### config.mk
export PLATFORM = sky130hd
export DESIGN_NAME = addr_stamp_rec
export DESIGN_NICKNAME = d
export VERILOG_FILES = /design/src/rtl/addr_stamp_rec.sv
export SDC_FILE = /design/constraint.sdc
export NUM_CORES = 1
export LEC_CHECK = 0
export BUFFER_PORTS_ARGS = -buffer_cell sky130_fd_sc_hd__buf_4
export CORE_ASPECT_RATIO = 1.4
export CORE_MARGIN = 2
export CORE_UTILIZATION = 57
export CTS_BUF_LIST = sky130_fd_sc_hd__clkbuf_4 sky130_fd_sc_hd__clkbuf_8
export CTS_CLUSTER_DIAMETER = 80
export DETAILED_ROUTE_END_ITERATION = 7
export PLACE_DENSITY_LB_ADDON = 0.08
export SLEW_MARGIN = 20
export SYNTH_ARGS = -nofsm -noshare
export SYNTH_HDL_FRONTEND = slang
export SYNTH_SLANG_ARGS = --single-unit
### constraint.sdc
create_clock -name clk -period 6.51 [get_ports clk]
set_input_delay 0.9765 -clock clk [delete_from_list [all_inputs] [get_ports clk]]
set_output_delay 0.9765 -clock clk [all_outputs]
set_load 0.005 [all_outputs]
### src/rtl/addr_stamp_rec.sv
module addr_stamp_rec #(
  parameter int ADDR_W = 8,
  parameter int TS_W   = 32,
  parameter int DEPTH  = 16
) (
  input  logic              clk,
  input  logic              rst_n,
  input  logic              arm,
  input  logic              stop,
  input  logic [ADDR_W-1:0] bus_addr,
  input  logic              bus_vld,
  input  logic              mk_we,
  input  logic [ADDR_W-1:0] mk_addr,
  input  logic              mk_bit,
  input  logic              cap_rd,
  output logic [TS_W-1:0]   cap_data,
  output logic              cap_avail,
  output logic              armed,
  output logic              ovf_err,
  output logic              mark_rej
);
  localparam int MARKS = 1 << ADDR_W;
  localparam int PW = (DEPTH > 1) ? $clog2(DEPTH) : 1;
  localparam logic [PW:0]   FULL_CNT = (PW+1)'(DEPTH);
  localparam logic [PW-1:0] LAST_PTR = PW'(DEPTH - 1);

  logic            mark_mem [MARKS];
  logic            mark_q;
  logic            hit_vld_q;
  logic [TS_W-1:0] timer, ts_q;
  logic [TS_W-1:0] fifo_mem [DEPTH];
  logic [PW-1:0]   wr_ptr, rd_ptr;
  logic [PW:0]     cnt;

  wire capture = hit_vld_q & mark_q;
  wire full    = (cnt == FULL_CNT);
  wire push    = capture & ~full;
  wire pop     = cap_rd & (cnt != '0);

  function automatic logic [PW-1:0] nxt(input logic [PW-1:0] p);
    return (p == LAST_PTR) ? '0 : p + PW'(1);
  endfunction

  assign cap_data  = fifo_mem[rd_ptr];
  assign cap_avail = (cnt != '0);

  always_ff @(posedge clk) begin
    if (mk_we && !armed) mark_mem[mk_addr] <= mk_bit;
    mark_q <= mark_mem[bus_addr];
  end

  always_ff @(posedge clk) begin
    if (push && !arm) fifo_mem[wr_ptr] <= ts_q;
  end

  always_ff @(posedge clk) begin
    if (!rst_n) begin
      armed     <= 1'b0;
      timer     <= '0;
      hit_vld_q <= 1'b0;
      ts_q      <= '0;
      wr_ptr    <= '0;
      rd_ptr    <= '0;
      cnt       <= '0;
      ovf_err   <= 1'b0;
      mark_rej  <= 1'b0;
    end else if (arm) begin
      armed     <= 1'b1;
      timer     <= '0;
      hit_vld_q <= 1'b0;
      ts_q      <= '0;
      wr_ptr    <= '0;
      rd_ptr    <= '0;
      cnt       <= '0;
      ovf_err   <= 1'b0;
      mark_rej  <= 1'b0;
    end else begin
      if (stop) armed <= 1'b0;
      timer     <= timer + TS_W'(1);
      hit_vld_q <= bus_vld & armed;
      ts_q      <= timer;
      if (push) wr_ptr <= nxt(wr_ptr);
      if (pop)  rd_ptr <= nxt(rd_ptr);
      case ({push, pop})
        2'b10:   cnt <= cnt + (PW+1)'(1);
        2'b01:   cnt <= cnt - (PW+1)'(1);
        default: cnt <= cnt;
      endcase
      if (capture && full) ovf_err <= 1'b1;
      if (mk_we && armed)  mark_rej <= 1'b1;
    end
  end
endmodule


Word level (Yosys, flattened, before mapping)
Memory sizes are Yosys's and may differ from the RTL's. A register that Yosys moved wholly into a read port is not among the register bits.
Cells that the tools add are included.
{ "word_totals": {"register_bits": 81, "latchBits": 0, "ram_bits": 768, "romBits": 0, "inputBits": 24, "output_inout_bits": 36, "wordCells": 48, "n_memories": 2} }
{ "memory_table": {"columns": ["memory", "depth", "width", "rd", "rd_clocked_by_memory_dff", "write_ports", "line_no", "source"], "rows": [
  ["fifo_mem", 16, 32, 1, 1, 1, "31", "logic [TS_W-1:0] fifo_mem [DEPTH];"],
  ["mark_mem", 256, 1, 1, 1, 1, "27", "logic mark_mem [MARKS];"]
]} }
{ "classes": {"addsub": 5, "multipliers": 0, "n_div": 0, "n_lt_le_gt_ge": 0, "n_eq_ne": 5, "shifts": 0, "n_mux": 11, "bitwise_logic": 6, "reduce_logical": 10} }
{ "op_table": {"columns": ["cell", "n"], "rows": [
  ["adder 32 x 1 -> 32 bit (second input constant)", 1],
  ["2-to-1 mux 4 bit", 4],
  ["one-hot mux 5 bit (2 select lines)", 1],
  ["adder 4 x 1 -> 4 bit (second input constant)", 2],
  ["== test 4 bit (second input constant)", 2],
  ["2-to-1 mux 1 bit", 6],
  ["adder 5 x 1 -> 5 bit (second input constant)", 1],
  ["== test 5 bit (second input constant)", 1],
  ["nonzero test 5 bit", 1],
  ["subtractor 5 x 1 -> 5 bit (second input constant)", 1],
  ["AND 1 bit", 4],
  ["logical AND 1 bit", 4],
  ["nonzero test 2 bit", 2],
  ["== test 2 x 1 -> 1 bit (second input constant)", 1],
  ["== test 2 bit (second input constant)", 1],
  ["zero test 1 bit", 2],
  ["NOT 1 bit", 2],
  ["OR reduction 2 bit", 1]
]} }

Logic depth before layout (Yosys ltp)
Gate-level depths: netlist of the first run.
{ "depth": {"ltp_word": 6, "ltp_mapped": 15, "depth_no_buf": 12} }

Worst setup path before layout of the first run
No wires, ideal clock.
{ "synth_path": {"path_kind": "input port to flip-flop", "from": "input port arm", "to": "memory fifo_mem[15][0] (enable)", "setup_time_ns": 0.501, "arrival_time_ns": 4.317, "required_time_ns": 6.009, "path_slack_ns": 1.692, "stages": 2, "n_path_buf": 1, "path_cell_list": "clkbuf_1 > nor4_1"} }
{ "synth_via": {"elab_chain_len": 4} }
{ "synth_lines": {"columns": ["item", "line_no", "source"], "rows": [
  ["start: declaration", "8", "input logic arm,"],
  ["zero test 1 bit", "53", "if (push && !arm) fifo_mem[wr_ptr] <= ts_q;"],
  ["logical AND 1 bit", "53", null],
  ["2-to-1 mux 1 bit", "53", null],
  ["2-to-1 mux 1 bit (implied by the code)", "53", null],
  ["end: declaration", "31", null]
]} }
Every way passes these cells.

==> results of run 1 <==
## worst reg2reg max path, delay by kind of cell, from the launching register on
kind            cells  cell delay, ps
fa+ha+maj           2             680
compound gates      4             630
flops               1             380
simple gates        4            1300
xor+xnor            2             340
## power breakdown
part	switching, mW	internal [mW]
Combinational	0.136	0.0712
Sequential	0.00513	5.92
Clock	1.96	2.39
## logic make-up after synthesis
logic type | count (synthesis) | synth area share
AOI/OAI and AO/OA | 79 | 0.01587
xor gates and xnor gates | 30 | 0.007803
adders and majority gates | 10 | 0.003716
buffers and inverters | 125 | 0.01516
DFF | 854 | 0.7361
muxes | 267 | 0.1538
and+or+nand+nor | 516 | 0.06763
## layout by cell type, fill, tap and decap left out, types with 19 or more instances in the layout
cell / n
buf_4: 82
edfxtp_1: 768
mux4_2: 200
and2_1: 26
mux2i_1: 65
nand2_1: 45
nand3_1: 22
o22ai_1: 19
dfxtp_1: 82
clkbuf_4: 51
clkbuf_8: 147
nor2_1: 325
xnor2_1: 22
## area by class of cell
type / instances / area share
clock inverters: 30 / 0.004477
clock buffers: 198 / 0.06425
repair buffers: 86 / 0.01834
multi-input cells: 902 / 0.2244
flip-flops and latches: 854 / 0.6621
diodes: 1 / 0.00006682
well taps: 749 / 0.02503
inverters: 13 / 0.001303
## Yosys cell counts (all sizes together), types with 2 or more instances
library cell,count,area [sq um]
nor4,14,87.58
ha,10,125.1
edfxtp,768,23060
inv,13,48.80
xor2,8,70.07
nand4,6,37.54
buf,34,168.9
mux4,200,4504
o21ai,12,60.06
nor4b,3,26.28
o22ai,19,118.9
clkbuf,78,292.8
nand3b,3,22.52
or3,9,56.30
nor2b,14,87.58
xnor2,22,192.7
dfxtp,86,1722
nor3,15,75.07
or2,2,12.52
a21oi,15,75.07
nand3,22,110.1
o21a,3,22.52
and3,8,50.05
nor2,325,1220
mux2i,65,650.6
nand2b,9,56.30
o22a,7,61.31
o2111ai,4,35.03
and2,37,231.5
nand2,45,168.9
a22o,3,26.28
a22oi,3,22.52
mux2,2,22.52
## registers in the layout, indices dropped and copies added (netlist names), 4 cells and up, named ones only
signal    count
wr_ptr        4
fifo_mem    512
ts_q         32
cnt           5
mark_mem    256
rd_ptr        4
timer        32
## metal layers
| metal | vias to the layer above | global-route usage | routed length (um) |
|---|---|---|---|
| li1 | 7555 | - | - |
| met1 | 8928 | 0.2936 | 27500 |
| met2 | 511 | 0.4468 | 39960 |
| met3 | 160 | 0.03818 | 3448 |
| met4 | 0 | 0.08746 | 1965 |
| met5 | - | 0 | 0 |
## stage by stage
stage	std cells	worst slack (ps)	cell area, sq um	utilization	hold slack (ps)
final	2833	2090	37450	0.6405	464.8
after global routing	2833	1823	37450	0.6405	473.4
after CTS	2832	1948	37440	0.6405	453.6
after detailed placement	2604	2716	34870	0.5965	446.9
after global placement	2604	2733	34870	0.5965	438.4
after floorplan	1881	1692	33670	-	425.6
## worst paths after layout
check                start     endpoint  slack [ps]  cells after the start
setup / recovery  register  cap_data[9]        2090                      4
setup reg to reg    cnt[1]       cnt[4]        3120                     12
hold reg to reg   timer[0]     timer[0]         460                      1
hold / removal    timer[0]     timer[0]         460                      1
==> flow_metrics.env, run 1 <==
export IMPL_viasPerCell=6.055
export IMPL_p_total_mw=10.48
export IMPL_cts_made_buffers=130
export IMPL_row_count=105
export IMPL_synthCells=1881
export IMPL_cts_resized=0
export IMPL_fill_cells=4041
export IMPL_path_max_fanout=43
export IMPL_postCtsHoldBufs=0
export IMPL_overflow=0
export IMPL_worstPathCellList="buf_4 > mux4_2 > mux4_2 > buf_4"
export IMPL_worstPathRequired_ps=5530
export IMPL_antenna_found_initial=1
export IMPL_irDropWorstVdd_mv=0.2219
export IMPL_finalClockSkew_ps=23.88
export IMPL_cp_slowest_stage_delay_ps=980
export IMPL_insertion_delay_ps=720
export IMPL_dieArea_sq_mm=0.06106
export IMPL_grt_max_degree=167
export IMPL_async_flop_share=0
export IMPL_fin_crit_sh=0.6789
export IMPL_num_vias=17150
export IMPL_clk_pin_slew_ps=60
export IMPL_cp_buffers_inverters=2
export IMPL_yosysWarnings=0
export IMPL_ioPinCount=60
export IMPL_grt_pass1_wl_mm=108.3
export IMPL_setup_tns_final_ps=0
export IMPL_crit_arrival_ps=3440
export IMPL_htree_levels=4
export IMPL_crit_type="reg2out"
export IMPL_cts_tree="done"
export IMPL_ys_dominant_reg_cell="edfxtp_1"
export IMPL_slew_limit_headroom=0.2904
export IMPL_post_cts_buffers=0
export IMPL_power_leakage_nw=11.05
export IMPL_layout_drive_gt1_share=0.2516
export IMPL_grt_use_total=0.2443
export IMPL_first_pass_iters=5
export IMPL_place_congestion=0.7769
export IMPL_regArea_sq_mm=0.02479
export IMPL_min_period_ps=4420
export IMPL_drt_iter0_drc=1447
export IMPL_clockRootBuffer="clkbuf_8"
export IMPL_fp_dieH_um=291.6
export IMPL_clock_path_buffers=3
export IMPL_remaining_drc_errors=0
export IMPL_antenna_left=0
export IMPL_drv_slew=0
export IMPL_slowest_stage="dfxtp_4"
export IMPL_critPathLaunchType="register"
export IMPL_ys_types=54
export IMPL_layout_nets=2021
export IMPL_outcome="finished, final reports clean"
export IMPL_portBuffers=59
export IMPL_syn_nets=1915
export IMPL_powerDensity_mw_per_mm2=279.7
export IMPL_dp_hpwl_mm=38.69
export IMPL_wirelength_mm=72.87
export IMPL_ys_seq_elements=854
export IMPL_setup_viol=0
export IMPL_grt_pass1_vias=18000
export IMPL_avgSynthCellArea_sq_um=17.90
export IMPL_fmax_mhz=226.3
export IMPL_die_w_um=209.4
export IMPL_cts_sinks=854
export IMPL_syn_area_sq_mm=0.03367
export IMPL_seq_area_frac_synth=0.7361
export IMPL_drv_cap=0
export IMPL_rsz0062_at_grt="false"
export IMPL_min_path_type="reg2reg"
export IMPL_core_sq_mm=0.05846
export IMPL_wire_per_inst_um=25.72
export IMPL_hold_viol=0
export IMPL_multi_input_area_sq_mm=0.008404
export IMPL_cp_end_kind="output pin"
export IMPL_critPathTopFamily="multiplexers"
export IMPL_areaGrowthSynthToFinish_pct=11.21
export IMPL_synth_edf_count=768
export IMPL_initial_core_util=0.5759
export IMPL_worst_pin_slew_ps=1064
Note: power is estimated with default switching activity, not from simulation.
==> inputs of run 2 (changes only) <==
Settings changed: ABC_AREA set to 1.
Clock period 6.51 ns to 4.6 ns, I/O delays scaled along.
==> run 2 against run 1 <==
Sequential share of layout area down 2.9 points. Worst hold slack worse by 250 ps. Clock-buffer cell count down 7. Via count up 34%. Cell area up 4.6%. Non-clock buffer count up 24. Area after synthesis up 5.3%. Combinational power up 100%. Synthesized cell count up 59%. Wire length up 18%. Critical path depth up 3. Sequential power up 42%.
==> flow_metrics.env, run 2 <==
export IMPL_clock_path_buffers=3
export IMPL_clockRootBuffer="clkbuf_8"
export IMPL_post_place_cells=3744
export IMPL_top_regs="fifo_mem: 512 flops, mark_mem: 256 flops"
export IMPL_overflow=0
export IMPL_largest_reg_flops=512
export IMPL_clk_pin_slew_ps=70
export IMPL_fmax_mhz=265.4
export IMPL_final_common_cell="edfxtp_1"
export IMPL_async_flop_share=0
export IMPL_ys_seq_elements=854
export IMPL_r2r_start="cnt[0]"
export IMPL_postCtsHoldBufs=0
export IMPL_htree_levels=3
export IMPL_fp_dieH_um=299.1
export IMPL_synthCells=2994
export IMPL_min_period_ps=3768
export IMPL_cts_made_buffers=121
export IMPL_row_count=108
export IMPL_min_path_type="in2reg"
export IMPL_grt_max_degree=158
export IMPL_finalClockSkew_ps=31.62
export IMPL_fin_util=0.6346
export IMPL_outcome="finished, final reports clean"
export IMPL_cts_resized=0
export IMPL_ioPinCount=60
export IMPL_seq_area_frac_synth=0.6992
export IMPL_drt_iter0_drc=2011
export IMPL_setup_tns_final_ps=0
export IMPL_areaGrowthSynthToFinish_pct=10.55
export IMPL_dp_hpwl_mm=48.91
export IMPL_final_cell_mix="768 x edfxtp_1, 394 x nand2_1, 326 x nor2_1, 296 x nand3_1, 214 x inv_1"
export IMPL_yosys_area_top_type="edfxtp_1"
export IMPL_powerDensity_mw_per_mm2=378.6
export IMPL_holdPathEnd="hit_vld_q"
export IMPL_rsz0062_at_grt="false"
export IMPL_place_congestion=0.8610
export IMPL_hold_depth=3
export IMPL_critPathLaunchType="register"
export IMPL_synth_most_common_cell="edfxtp_1"
export IMPL_wirelength_mm=86.14
export IMPL_crit_arrival_ps=3080
export IMPL_insertion_delay_ps=750
export IMPL_cts_tree="done"
export IMPL_layout_drive_gt1_share=0.1181
export IMPL_grt_pass1_vias=22680
export IMPL_antenna_found_initial=3
export IMPL_post_cts_buffers=0
export IMPL_cp_end_kind="output pin"
export IMPL_first_pass_iters=6
export IMPL_hold_viol=0
export IMPL_holdWs_ps=210.7
export IMPL_cts_sinks=854
export IMPL_synth_top_cell_area_share=0.6506
export IMPL_ys_top_cells_by_count="768 x edfxtp_1, 394 x nand2_1, 338 x nor2_1"
export IMPL_fin_crit_sh=0.8191
export IMPL_syn_area_sq_mm=0.03545
export IMPL_ys_top_cells_by_area="edfxtp_1 65%, dfxtp_1 4.9%, nand3_1 4.2%, nand2_1 4.2%, mux2i_1 3.6%"
export IMPL_wire_per_inst_um=21.66
export IMPL_r2r_end="cnt[4]"
export IMPL_yosysWarnings=0
export IMPL_power_leakage_nw=13.14
export IMPL_num_vias=22920
export IMPL_reg2reg_depth=14
export IMPL_ys_types=43
export IMPL_portBuffers=59
export IMPL_drv_slew=0
export IMPL_crit_type="reg2out"
export IMPL_layout_nets=3076
export IMPL_syn_nets=3028
export IMPL_worstPathRequired_ps=3910
export IMPL_avgSynthCellArea_sq_um=11.84
export IMPL_grt_use_total=0.2684
export IMPL_worst_pin_slew_ps=1125
export IMPL_regMostFlops="fifo_mem"
export IMPL_dieArea_sq_mm=0.06423
export IMPL_remaining_drc_errors=0
export IMPL_die_w_um=214.8
export IMPL_hp_start="bus_vld"
export IMPL_path_max_fanout=54
export IMPL_core_sq_mm=0.06175
export IMPL_ys_dominant_reg_cell="edfxtp_1"
export IMPL_slew_limit_headroom=0.2479
export IMPL_viasPerCell=5.763
export IMPL_setup_viol=0
export IMPL_synth_edf_count=768
export IMPL_r2r_slack_ps=1820
export IMPL_initial_core_util=0.5740
export IMPL_grt_pass1_wl_mm=130.5
export IMPL_p_total_mw=14.84
export IMPL_antenna_left=0
export IMPL_drv_cap=0
export IMPL_irDropWorstVdd_mv=0.2743
export IMPL_fin_cells=3977
## run 2: cell type report
type,instances,area [sq um]
Sequential cell,854,24800
Clock inverter,39,217.7
Fill cell,4895,22570
Inverter,223,842.1
Timing Repair Buffer,110,904.6
Tap cell,825,1032
Multi-Input combinational cell,1732,9077
Antenna cell,3,7.507
Clock buffer,191,2310
## run 2: kinds of logic after synthesis
| group | after synthesis | synth area share |
|---|---|---|
| and+or+nand+nor | 1116 | 0.1353 |
| muxes | 128 | 0.03614 |
| xor gates and xnor gates | 9 | 0.002224 |
| DFF | 854 | 0.6992 |
| AOI/OAI and AO/OA | 469 | 0.07575 |
| buffers and inverters | 408 | 0.04786 |
| adders and majority gates | 10 | 0.003530 |
## run 2: where the power goes
| group | total [mW] | internal [mW] | switching [mW] |
|---|---|---|---|
| combinational | 0.417 | 0.113 | 0.304 |
| clock | 6.03 | 3.24 | 2.79 |
| sequential | 8.38 | 8.37 | 0.0113 |
## run 2: worst max-delay path by stage
stage | end | slack (ps) | cells after the start
6_report | cap_data[9] | 830 | 7
3_5_place_dp | cap_data[9] | 1610 | 7
2_1_floorplan | fifo_mem[11][0] | 1120 | 6
3_3_place_gp | cap_data[9] | 1590 | 7
4_1_cts | cap_data[9] | 800 | 7
5_1_grt | cap_data[9] | 660 | 7
## run 2: per-stage QoR
step | area (sq um) | setup slack, ps
floorplan | 35450 | 1121
global placement | 36650 | 1594
detailed placement | 36650 | 1615
CTS | 39180 | 803.1
global route | 39190 | 663.5
finish | 39190 | 832.3
## run 2: critical path, cell delays in order (launching register included)
cell and delay [ps]:
dfxtp_4 800, buf_4 570, a21oi_1 90, o21ai_0 110, o211ai_1 110, o211ai_1 150
nand2_1 220, buf_4 200
## run 2: per-layer routing
layer  vias up  share of wire  GRT usage
li1      10710              -          -
met1     11230           0.37     0.3107
met2       790           0.53     0.4937
met3       190          0.055    0.03907
met4         0          0.039     0.1195
met5         -              0          0
